--- src/rtl/page_ecc_fixer.sv ---
module page_ecc_fixer #(
  parameter int ADDR_W = 12,
  parameter int BIT_W  = 4,
  parameter int DATA_W = 16
) (
  input  logic                clk,
  input  logic                rst_n,
  input  logic                start,
  input  logic                bus16,
  input  logic [1:0]          size_sel,
  input  logic [2:0]          status,
  input  logic [15:0]         parity,
  input  logic [15:0]         inv_parity,
  output logic [31:0]         ecc_code,
  output logic                busy,
  output logic                done,
  output logic [1:0]          result,
  output logic                fix_count,
  output logic [ADDR_W-1:0]   err_word,
  output logic [BIT_W-1:0]    err_bit,
  output logic                mem_rd,
  output logic                mem_wr,
  output logic [ADDR_W-1:0]   mem_addr,
  output logic [DATA_W-1:0]   mem_wdata,
  input  logic [DATA_W-1:0]   mem_rdata
);
  localparam int LIM_W = ADDR_W + 2;
  localparam logic [1:0] RES_CLEAN = 2'b00;
  localparam logic [1:0] RES_FIXED = 2'b01;
  localparam logic [1:0] RES_BAD   = 2'b10;

  typedef enum logic [1:0] {S_IDLE, S_RD, S_CAP, S_WR} st_t;
  st_t state;

  logic [DATA_W-1:0] hold_q;
  logic [LIM_W-1:0]  word_lim;
  logic              addr_ok, bit_ok, erased, need_fix;
  logic [1:0]        verdict;

  assign ecc_code = {inv_parity, parity};

  assign word_lim = bus16 ? (LIM_W'(256) << size_sel) : (LIM_W'(512) << size_sel);
  assign addr_ok  = LIM_W'(parity[15:4]) < word_lim;
  assign bit_ok   = bus16 | ~parity[3];
  assign erased   = &parity;

  always_comb begin
    need_fix = 1'b0;
    if (!status[0])                verdict = RES_CLEAN;
    else if (status[1])            verdict = erased ? RES_CLEAN : RES_BAD;
    else if (status[2])            verdict = RES_CLEAN;
    else if (!addr_ok || !bit_ok)  verdict = RES_BAD;
    else begin
      verdict  = RES_FIXED;
      need_fix = 1'b1;
    end
  end

  assign busy      = state != S_IDLE;
  assign mem_rd    = state == S_RD;
  assign mem_wr    = state == S_WR;
  assign mem_addr  = err_word;
  assign mem_wdata = hold_q ^ (DATA_W'(1) << err_bit);

  always_ff @(posedge clk or negedge rst_n) begin
    if (!rst_n) begin
      state     <= S_IDLE;
      done      <= 1'b0;
      result    <= RES_CLEAN;
      fix_count <= 1'b0;
      err_word  <= '0;
      err_bit   <= '0;
      hold_q    <= '0;
    end else begin
      done <= 1'b0;
      case (state)
        S_IDLE: if (start) begin
          err_word  <= parity[15:4];
          err_bit   <= parity[3:0];
          fix_count <= 1'b0;
          if (need_fix) state <= S_RD;
          else begin
            result <= verdict;
            done   <= 1'b1;
          end
        end
        S_RD:  state <= S_CAP;
        S_CAP: begin
          hold_q <= mem_rdata;
          state  <= S_WR;
        end
        S_WR: begin
          state     <= S_IDLE;
          result    <= RES_FIXED;
          fix_count <= 1'b1;
          done      <= 1'b1;
        end
        default: state <= S_IDLE;
      endcase
    end
  end
endmodule


--- config.mk ---
export PLATFORM = sky130hd
export DESIGN_NAME = page_ecc_fixer
export DESIGN_NICKNAME = d
export VERILOG_FILES = /design/src/rtl/page_ecc_fixer.sv
export SDC_FILE = /design/constraint.sdc
export NUM_CORES = 1
export LEC_CHECK = 0
export ABC_AREA = 1
export BUFFER_PORTS_ARGS = -buffer_cell sky130_fd_sc_hd__buf_4
export CAP_MARGIN = 15
export CORE_UTILIZATION = 44
export CTS_CLUSTER_SIZE = 16
export DETAILED_ROUTE_END_ITERATION = 12
export PLACE_DENSITY = 0.78
export SYNTH_ARGS = -nofsm -noshare
export SYNTH_HDL_FRONTEND = slang
export SYNTH_SLANG_ARGS = --single-unit
--- constraint.sdc ---
create_clock -name clk -period 1.5 [get_ports clk]
set_input_delay 0.075 -clock clk [delete_from_list [all_inputs] [get_ports clk]]
set_output_delay 0.075 -clock clk [all_outputs]
set_load 0.05 [all_outputs]
======== After elaboration in Yosys (flattened, before gate mapping) ========
Index checks and enable logic that the tools add are counted.
operators by class
  order comparisons ....................... 1
  eq/ne operators ......................... 6
  shifts and indexed selects .............. 3
  muxes and demuxes ....................... 21
  bitwise operators ....................... 3
  reduce and logical (&&, ||, !) cells .... 11
operators by type and width
  kind                                                  number
  two-way mux 2 bit                                     9
  AND reduction 16 bit                                  1
  left shift 1 x 4 -> 16 bit (first input constant)     1
  XOR 16 bit                                            1
  less-than comparator 12 x 14 -> 1 bit                 1
  two-way mux 14 bit                                    1
  left shift 10 x 2 -> 14 bit (first input constant)    1
  left shift 9 x 2 -> 14 bit (first input constant)     1
  case mux 2 bit (4 select lines)                       1
  two-way mux 1 bit                                     7
  != test 2 bit (second input constant)                 3
  AND reduction 2 bit                                   3
  equality test 2 bit (second input constant)           2
  case mux 1 bit (2 select lines)                       2
  case mux 2 bit (2 select lines)                       1
  nonzero test 2 bit                                    2
  AND reduction 3 bit                                   1
  equality test 2 x 1 -> 1 bit (second input constant)  1
  logical NOT 1 bit                                     2
  logical NOT 2 bit                                     1
  logical OR 1 bit                                      1
  inverter 1 bit                                        1
  OR 1 bit                                              1
word-level totals
  bits in registers ....................... 38
  input port bits ......................... 57

======== Longest topological paths before layout ========
Gate-level depths: netlist of the first run.
  depth after elaboration ................. 12
  depth in mapped cells ................... 12
  gate-level depth less buffers ........... 12

======== Worst setup path after synthesis of the first run ========
Ideal clock, no wire load.
  path type ............................... register to output
  start ................................... reg err_bit[2]
  end ..................................... out mem_wdata[15]
  data arrival time ....................... 2.007 ns
  required time ........................... 1.425 ns
  setup slack ............................. -0.582 ns
  cell stages (with the launch flop) ...... 6
  path buffers ............................ 1
  cell sequence ........................... dfrtp_1 > buf_2 > inv_2 > nor3_1 > nand2_1 > xor2_1
on the way
  longest elaborated chain between the ends .. 2
RTL lines
  what                        line  source
  from (decl)                 20    output logic [BIT_W-1:0] err_bit,
  from (signal assigned)      79    err_bit <= parity[3:0];
  left shift 1 x 4 -> 16 bit  63    assign mem_wdata = hold_q ^ (DATA_W'(1) << err_bit);
  XOR 16 bit                  63
  to (decl)                   24    output logic [DATA_W-1:0] mem_wdata,
Every way passes these cells.

======== Worst setup path in the final report of the first run ========
  start ................................... reg err_bit[0]
  end ..................................... out mem_wdata[4]
The elaborated chain is that of the path after synthesis.

==> results.tsv, run 1 <==
metric	value	unit
critical path launch point	err_bit[0]$_DFFE_PN0P_	
gr busiest metal	met2	
Worst setup EP type	primary output	
Detailed Place HPWL	4220	um
fmax	615	MHz
worst-margin pin slew	505	ps
Vias	2180	
largest delay contributor family on the critical path	flip-flops	
Final ANT Viol Nets	0	
row count	26	
starting density of the core	46.0	%
yosys warns	0	
worst-path fanout max	4	
Routability Congestion	0.757	
crit path cell chain	nor2_4 > buf_4 > nand3_4 > xor2_4 > buf_6	
crit path launch type	flip-flop	
Crit path required time	1420	ps
full die area	0.00567	mm^2
worst-case reg-to-reg path depth	7	
share of layout cells above drive strength 1	45.2	%
Area growth syn-to-layout	58.3	%
syn avg cell area	7.97	um^2
cell depth of the worst setup path	5	
number of remaining DRC errors	0	
setup slack after placement	-111	ps
Diodes inserted	0	
Worst Hold Depth	3	
core area	0.00514	mm^2
run status	complete, but fails checks	
NumNets Final	458	
CP Data Arrival Time	1550	ps
Post-Synthesis Cells	297	
post-synthesis register bit count	38	
DRT Pass-1 Iters	4	
vias in the first global route	2064	
All-Layer GR Usage	22.7	%
hold path endpoint	hold_q[1]$_DFFE_PN0P_	
Final WS setup	-127	ps
die width	75.3	um
global routing usage on met1	25.3	%
slowest CP cell	dfrtp_2	
grt ovf	0	
via/cell ratio	4.72	
Worst Hold Class	primary input to flip-flop	
Longest Clk Path Bufs	2	
clock-pin slew on the worst setup and hold paths	80	ps
Max-Cap Viols	0	
reg2reg start	state[1]$_DFFE_PN0P_	
pins over their slew limit	0	
setup TNS	-1110	ps
H-tree levels	2	
R2R Setup Slk	110	ps
first-pass GRT wire length	9520	um
Hold Vio Cnt, Final	0	
setup violators final	16	
Slew HR	66.3	%
largest net degree at the start of global routing	39	
DRT iter0 DRCs	93	
TritonCTS clock tree	yes	
final wirelength	6280	um
Sinks on Clock Net	38	
number of I/O port buffers	107	
hold path start	mem_rdata[1]	
mapped cell area	0.00237	mm^2
Synth Net Count	364	
DIE HEIGHT	75.3	um
met2 Use GR	42.4	%
WS Path Type	flip-flop to primary output	
Clk Latency, worst-skew pair	280	ps
Ports	140	
met3 Resource Use GR	4.76	%
Final Cycle Share	108	%
Final Skew	5.15	ps
Seq/Total Area, Yosys	40.2	%
clk root buf	clkbuf_8	
reg2reg end	err_word[7]$_DFFE_PN0P_	
unrepaired setup endpoints after global routing	true	
crit path time final	1630	ps
initial antenna violation count	0	
TritonCTS Buffers	5	
Buf+Inv Stages, Crit Path	2	
Netlist cell types	24	
critical path's largest stage delay	470	ps
failing checks	setup timing	
average wire per standard cell	13.6	um
state kept, by name (all words and copies together) (netlist names):
name and flops:
hold_q 16, err_word 12, err_bit 4, result 2, state 2, done 1, fix_count 1
cells in the final DEF, fill, tap and decap left out:
cell,instances
nand3_1,2
mux2i_1,1
nor2_1,10
dfrtp_2,4
o21ai_0,19
nand2_2,7
nor2_2,1
nand2_1,83
o21ai_1,4
buf_12,1
inv_1,27
nand4_1,10
buf_6,17
nand3_2,1
ha_1,10
nor3_2,1
buf_8,4
nor3_4,2
clkinv_4,1
xor2_4,16
dlygate4sd3_1,9
nand3_4,4
clkbuf_8,5
a21oi_2,1
inv_4,4
clkbuf_1,3
nor2_4,1
a21oi_1,2
dfrtp_1,34
a31oi_1,1
buf_4,107
metrics by stage:
stage               util, %  std cells  hold slack, ps  cell area (um^2)
finish                 72.9        462            5.76              3740
global route           72.9        462            6.19              3740
CTS                    70.8        457           0.171              3640
detailed placement     63.4        428            81.1              3260
global placement       63.4        428            72.0              3260
floorplan                 -        297            -221              2690
synthesized netlist by cell type (all sizes together):
library cell / instances / area [um^2]
a21oi: 3 / 18.8
a31oi: 1 / 6.26
buf: 48 / 350
clkbuf: 3 / 11.3
dfrtp: 38 / 951
ha: 10 / 125
inv: 32 / 123
mux2i: 1 / 10.0
nand2: 90 / 345
nand3: 7 / 40.0
nand4: 10 / 62.6
nor2: 12 / 47.6
nor3: 3 / 20.0
o21ai: 23 / 115
xor2: 16 / 140
what timing repair did:
item                                    CTS  global route
buffers inserted                         12             5
hold buffers                              9             0
endpoints found under the setup margin   16            16
gates resized for setup                  31            16
pin swaps                                18            19
hold endpoints to repair                 46             0
logic make-up (layout without fill, tap and decap cells):
kind of cell / Yosys count / count (layout) / share of synthesized area (%)
AOI/OAI and AO/OA: 27 / 27 / 5.92
xor gates and xnor gates: 16 / 16 / 5.92
adders and majority gates: 10 / 10 / 5.29
buffers and inverters: 83 / 178 / 20.5
DFF: 38 / 38 / 40.2
muxes: 1 / 1 / 0.423
and+or+nand+nor: 122 / 122 / 21.8
layout make-up:
type / count / area, um^2
Clock buffer: 8 / 80.1
Fill cell: 394 / 1400
Inverter: 32 / 135
Multi-Input combinational cell: 176 / 1320
Sequential cell: 38 / 956
Tap cell: 70 / 87.6
Timing Repair Buffer: 138 / 1160
worst min-delay path, delay by kind of cell:
kind            cells  cell delay [ps]
buf+inv             1               80
compound gates      1               70
simple gates        1               40
layer usage:
layer,up-vias,share of wire (%)
met5,-,0
met1,1028,39
met2,78,54
li1,1063,-
met4,0,1.2
met3,11,5.4
how the worst max path moves through the flow:
stage                             to  slack [ps]
2_1_floorplan          mem_wdata[15]          -5
3_3_place_gp   result[0]$_DFFE_PN0P_         -70
3_5_place_dp   result[0]$_DFFE_PN0P_        -110
4_1_cts                 mem_wdata[7]         -60
5_1_grt                 mem_wdata[4]        -170
6_report                mem_wdata[4]        -130
Power of run 1 is left out: the tool's default activity adds up to more than one toggle a clock period on the data nets, which glitch-free logic cannot reach.
==> run 2, diff against run 1 <==
--- a/config.mk
+++ b/config.mk
@@ -6,7 +6,7 @@
 export NUM_CORES = 1
 export LEC_CHECK = 0
 export ABC_AREA = 1
-export BUFFER_PORTS_ARGS = -buffer_cell sky130_fd_sc_hd__buf_4
+export BUFFER_PORTS_ARGS = -buffer_cell sky130_fd_sc_hd__buf_2
 export CAP_MARGIN = 15
 export CORE_UTILIZATION = 44
 export CTS_CLUSTER_SIZE = 16
==> run 2 against run 1 <==
  * The run still ends with setup timing left
  * Wire length is 0.24% lower
  * First-iteration DRC count is 9.7% higher
  * Core utilization is 4.1 points lower
  * Cell count stayed put
  * Largest cell class unchanged
  * Sequential cell count stayed put
==> results.tsv, run 2 (synthesis results as in run 1) <==
metric	value	unit	change
global routing usage on met1	25.1	%	was 25.3%
grt ovf	0		unchanged
met2 Use GR	39.2	%	was 42.4%
slowest CP cell	dfrtp_2		unchanged
placed insts	431		was 428
pins over their slew limit	0		unchanged
Longest Clk Path Bufs	2		unchanged
Diodes inserted	0		unchanged
core area	0.00514	mm^2	unchanged
final cell count without fillers	462		unchanged
fmax	591	MHz	was 615 MHz
Sinks on Clock Net	38		unchanged
final wirelength	6270	um	was 6280 um
CP Data Arrival Time	1620	ps	was 1550 ps
via/cell ratio	4.73		was 4.72
Most flops, register	hold_q		unchanged
Vias	2184		was 2180
share of layout cells above drive strength 1	46.4	%	was 45.2%
initial antenna violation count	0		unchanged
unrepaired setup endpoints after global routing	true		unchanged
FILL cells	401		was 394
Detailed Place HPWL	4160	um	was 4220 um
starting density of the core	46.0	%	unchanged
Largest register FFs	16		unchanged
Ports	140		unchanged
Worst setup EP type	primary output		unchanged
worst-path fanout max	4		unchanged
WS Path Type	flip-flop to primary output		unchanged
vias in the first global route	1942		was 2064
TritonCTS clock tree	yes		unchanged
number of I/O port buffers	107		unchanged
Crit path required time	1420	ps	about the same
row count	26		unchanged
critical path's largest stage delay	460	ps	was 470 ps
average wire per standard cell	13.6	um	about the same
largest delay contributor family on the critical path	flip-flops		unchanged
DIE HEIGHT	75.3	um	unchanged
NumNets Final	458		unchanged
highest-count cells in the layout ignoring fill and taps	buf_2 (91), nand2_1 (83), dfrtp_1 (34)		was buf_4 (107), nand2_1 (83), dfrtp_1 (34)
clock-pin slew on the worst setup and hold paths	70	ps	was 80 ps
setup violators final	16		unchanged
crit path launch type	flip-flop		unchanged
clk root buf	clkbuf_8		unchanged
worst-margin pin slew	507	ps	was 505 ps
failing checks	setup timing		unchanged
Area growth syn-to-layout	49.3	%	was 58.3%
Clk Latency, worst-skew pair	290	ps	was 280 ps
Final WS setup	-192	ps	was -127 ps
first-pass GRT wire length	8990	um	was 9520 um
crit path cell chain	buf_12 > nor2_4 > nand3_2 > xor2_4 > buf_4		was nor2_4 > buf_4 > nand3_4 > xor2_4 > buf_6
number of remaining DRC errors	0		unchanged
Worst Hold Class	primary input to flip-flop		unchanged
TritonCTS Buffers	5		unchanged
Routability Congestion	0.749		was 0.757
All-Layer GR Usage	21.4	%	was 22.7%
Final Skew	4.85	ps	was 5.15 ps
Regs by FF count	hold_q x16, err_word x12, err_bit x4		unchanged
H-tree levels	2		unchanged
crit path time final	1690	ps	was 1630 ps
DRT iter0 DRCs	102		was 93
DRT Pass-1 Iters	4		unchanged
Final Cycle Share	113	%	was 108%
die width	75.3	um	unchanged
Slew HR	66.2	%	was 66.3%
Buf+Inv Stages, Crit Path	2		unchanged
run status	complete, but fails checks		unchanged
largest net degree at the start of global routing	33		was 39
leading cell type in the layout, fill and taps excluded	buf_2		was buf_4
Hold Vio Cnt, Final	0		unchanged
gr busiest metal	met2		unchanged
Final ANT Viol Nets	0		unchanged
Max-Cap Viols	0		unchanged
full die area	0.00567	mm^2	unchanged
met3 Resource Use GR	3.57	%	was 4.76%
[run 2: changes by cell type in the layout (fill, tap and decap cells not counted), sizes merged]
cell | previous run | this run
buf | 129 | 132
dlygate4sd3 | 9 | 6
clkinv | 1 | 2
inv | 31 | 30
[run 2: final timing paths]
kind / from / end / slack (ps) / depth (start not counted)
setup / recovery: err_bit[1]$_DFFE_PN0P_ / mem_wdata[0] / -190 / 5
setup reg to reg: state[1]$_DFFE_PN0P_ / err_word[5]$_DFFE_PN0P_ / 140 / 7
min in group asynchronous: rst_n / hold_q[7]$_DFFE_PN0P_ / 280 / 2
hold / removal: mem_rdata[12] / hold_q[12]$_DFFE_PN0P_ / 3 / 3
max in group asynchronous: rst_n / err_bit[1]$_DFFE_PN0P_ / 730 / 3
hold reg to reg: fix_count$_DFFE_PN0P_ / fix_count$_DFFE_PN0P_ / 490 / 2
[run 2: metal layers]
| layer | up-vias | wire length (um) | share of wire [%] |
|---|---|---|---|
| met5 | - | 0 | 0 |
| met4 | 0 | 106 | 1.7 |
| met3 | 14 | 321 | 5.1 |
| met2 | 91 | 3360 | 54 |
| met1 | 1017 | 2480 | 40 |
| li1 | 1062 | - | - |
[run 2: area by class of cell]
class / count / area, um^2 / area share [%]
Inverter: 32 / 138 / 3.90
Tap cell: 70 / 87.6 / 2.48
Multi-Input combinational cell: 176 / 1320 / 37.3
Timing Repair Buffer: 138 / 952 / 27.0
Sequential cell: 38 / 956 / 27.1
Clock buffer: 8 / 80.1 / 2.27
[run 2: tightest hold or removal path, delay by kind of cell]
kind | cells | cell delay (ps)
buffers and inverters | 1 | 70
AND/OR/NAND/NOR | 1 | 40
AO/OA/AOI/OAI | 1 | 60
[run 2: repair_timing]
| item | CTS | global route |
|---|---|---|
| resized for setup | 36 | 24 |
| endpoints found under the hold margin | 23 | 0 |
| setup buffers | 11 | 6 |
| hold buffers | 6 | 0 |
| setup endpoints to repair | 16 | 21 |
| pin swaps | 7 | 16 |
[run 2: metrics by stage]
stage	hold WS, ps	TNS, ps	worst slack [ps]	utilization (%)	instance area [um^2]
global placement	62.5	-186	-80.7	58.9	3030
global route	19.3	-2730	-250	68.7	3530
finish	3.12	-1680	-192	68.7	3530
detailed placement	73.8	-558	-164	58.9	3030
CTS	0.0639	-1400	-192	65.3	3360
floorplan	-221	-5.32	-5.32	-	2690
Power of run 2 is left out for the same reason.
==> run 3, diff against run 2 <==
==> constraint.sdc (replaced) <==
create_clock -name clk -period 1.5 [get_ports clk]
set_input_delay 0.075 -clock clk [delete_from_list [all_inputs] [get_ports clk]]
set_output_delay 0.075 -clock clk [all_outputs]
set_load 0.02 [all_outputs]
==> run 3 against run 2 <==
  * Worst setup slack gained 190 ps
  * Sequential share of layout area is 4.7 points higher
  * The flow now finishes without violations
  * Sequential cell count did not move
==> results.tsv, run 3 (synthesis results as in run 1) <==
metric	value	unit	change
switching portion of total power	47.5	%	
Longest Clk Path Bufs	2		unchanged
TritonCTS Buffers	5		unchanged
TritonCTS clock tree	yes		unchanged
Comb power frac	59.1	%	
setup violators final	0		was 16
Leak	1.63	nW	
unrepaired setup endpoints after global routing	true		unchanged
worst-path fanout max	7		was 4
run status	finished, final reports clean		was complete, but fails checks
Regs by FF count	hold_q x16, err_word x12, err_bit x4		unchanged
CP Data Arrival Time	1420	ps	was 1620 ps
WS Path Type	flip-flop to primary output		unchanged
Final WS setup	2.92	ps	was -192 ps
setup slack after placement	-214	ps	was -164 ps
Worst Hold Depth	3		unchanged
Crit path required time	1420	ps	about the same
hold path endpoint	hold_q[4]$_DFFE_PN0P_		was hold_q[12]$_DFFE_PN0P_
crit path launch type	flip-flop		unchanged
Final Skew	7.11	ps	was 4.85 ps
worst-margin pin slew	399	ps	was 507 ps
via/cell ratio	4.69		was 4.73
Routability Congestion	0.800		was 0.749
starting density of the core	46.0	%	unchanged
Final Cycle Share	99.8	%	was 113%
Largest register FFs	16		unchanged
vias in the first global route	1911		was 1942
average wire per standard cell	12.4	um	was 13.6 um
Sinks on Clock Net	38		unchanged
clock-pin slew on the worst setup and hold paths	70	ps	about the same
grt ovf	0		unchanged
NumNets Final	447		was 458
Min Hold Slack	5.25	ps	was 3.12 ps
largest net degree at the start of global routing	33		unchanged
share of layout cells above drive strength 1	39.2	%	was 46.4%
Reg power frac	27.8	%	
Diodes inserted	0		unchanged
reg2reg start	state[1]$_DFFE_PN0P_		unchanged
Max-Cap Viols	0		unchanged
R2R Setup Slk	200	ps	was 140 ps
Hold Vio Cnt, Final	0		unchanged
Vias	2112		was 2184
Ports	140		unchanged
Clk Latency, worst-skew pair	290	ps	about the same
hold path start	mem_rdata[4]		was mem_rdata[12]
NetSw	3.17	mW	
Most flops, register	hold_q		unchanged
reg2reg end	result[1]$_DFFE_PN0P_		was err_word[5]$_DFFE_PN0P_
number of remaining DRC errors	0		unchanged
Final Core Density	58.6	%	was 68.7%
full die area	0.00567	mm^2	unchanged
H-tree levels	2		unchanged
Area growth syn-to-layout	27.3	%	was 49.3%
initial antenna violation count	0		unchanged
first-pass GRT wire length	8430	um	was 8990 um
All-Layer GR Usage	20.1	%	was 21.4%
Slew HR	73.4	%	was 66.2%
DRT iter0 DRCs	56		was 102
Worst setup EP type	primary output		unchanged
core area	0.00514	mm^2	unchanged
Detailed Place HPWL	4130	um	was 4160 um
clk root buf	clkbuf_8		unchanged
worst IR drop on VDD	1160	uV	
Worst Hold Class	primary input to flip-flop		unchanged
leading cell type in the layout, fill and taps excluded	buf_2		unchanged
FILL cells	489		was 401
Internal	3.50	mW	
DIE HEIGHT	75.3	um	unchanged
final cell count without fillers	450		was 462
pins over their slew limit	0		unchanged
Final ANT Viol Nets	0		unchanged
die width	75.3	um	unchanged
crit path time final	1500	ps	was 1690 ps
row count	26		unchanged
DRT Pass-1 Iters	4		unchanged
clock group share of total power	13.1	%	
placed insts	430		was 431
final wirelength	5560	um	was 6270 um
fmax	668	MHz	was 591 MHz
number of I/O port buffers	107		unchanged
Pwr Density	2210	mW/mm^2	
worst-case reg-to-reg path depth	8		was 7
highest-count cells in the layout ignoring fill and taps	buf_2 (96), nand2_1 (85), dfrtp_1 (34)		was buf_2 (91), nand2_1 (83), dfrtp_1 (34)
==> run 3: cell types whose count changed in the layout (fill, tap and decap cells not counted), moves of 2 or more <==
cell	delta
xor2_1	+16
xor2_4	-16
buf_6	-15
buf_2	+5
buf_4	+4
nand3_1	+4
buf_12	-3
buf_8	-3
clkbuf_1	-3
nand3_2	-3
clkinv_4	-2
nand2_1	+2
nand2_2	-2
==> run 3: timing repair <==
| item | in CTS | in global routing |
|---|---|---|
| hold endpoints to repair | 21 | 0 |
| cloned | 0 | 0 |
| gates resized for setup | 10 | 20 |
| hold buffers | 7 | 0 |
| pin swaps | 0 | 4 |
| setup buffers | 1 | 5 |
| setup endpoints to repair | 13 | 18 |
==> run 3: critical path, cell delays in order, from the launching register on <==
cell,delay [ps]
dfrtp_2,470
inv_4,90
nor3_4,180
nand2_1,100
xor2_1,150
buf_4,160
==> run 3: cell type report <==
cell class,count,area [um^2],area share [%]
inverters,32,130,4.32
repair buffers,127,743,24.7
clock buffers,6,82.6,2.74
flip-flops and latches,38,956,31.7
multi-input cells,176,983,32.6
well taps,70,87.6,2.91
clock inverters,1,30.0,0.997
==> run 3: worst max path at each step <==
stage | start | to | slack (ps) | depth (start not counted)
floorplan | err_bit[2]$_DFFE_PN0P_ | mem_wdata[15] | 50 | 5
global placement | bus16 | result[0]$_DFFE_PN0P_ | -60 | 13
detailed placement | bus16 | result[1]$_DFFE_PN0P_ | -210 | 13
CTS | err_bit[0]$_DFFE_PN0P_ | mem_wdata[11] | -20 | 5
global route | err_bit[1]$_DFFE_PN0P_ | mem_wdata[3] | -70 | 5
finish | err_bit[0]$_DFFE_PN0P_ | mem_wdata[15] | 3 | 5
==> run 3: metrics by stage <==
| stage | TNS, ps | cell area (um^2) | total power, mW |
|---|---|---|---|
| after global placement | -137 | 2690 | 5.35 |
| after CTS | -16.9 | 2910 | 6.45 |
| after floorplan | 0 | 2370 | 4.50 |
| final | 0 | 3010 | 6.67 |
| after global routing | -412 | 3010 | 7.20 |
| after detailed placement | -738 | 2690 | 5.45 |
==> run 3: power groups by stage <==
stage | registers, mW | logic (mW) | clock network, mW
2_1_floorplan | 2.09 | 2.40 | 0
3_3_place_gp | 1.84 | 3.51 | 0
3_5_place_dp | 1.85 | 3.59 | 0
4_1_cts | 1.86 | 3.68 | 0.905
5_1_grt | 1.92 | 4.34 | 0.940
6_report | 1.86 | 3.94 | 0.872
==> run 3: per-layer routing <==
| metal | global-route usage, % | part of all wire, % | wire length (um) |
|---|---|---|---|
| met2 | 35.7 | 50 | 2780 |
| met1 | 23.4 | 42 | 2330 |
| met3 | 5.56 | 6.8 | 380 |
| met5 | 0 | 0 | 0 |
| met4 | 6.58 | 1.4 | 78 |
Power figures use the tool's default switching activity.
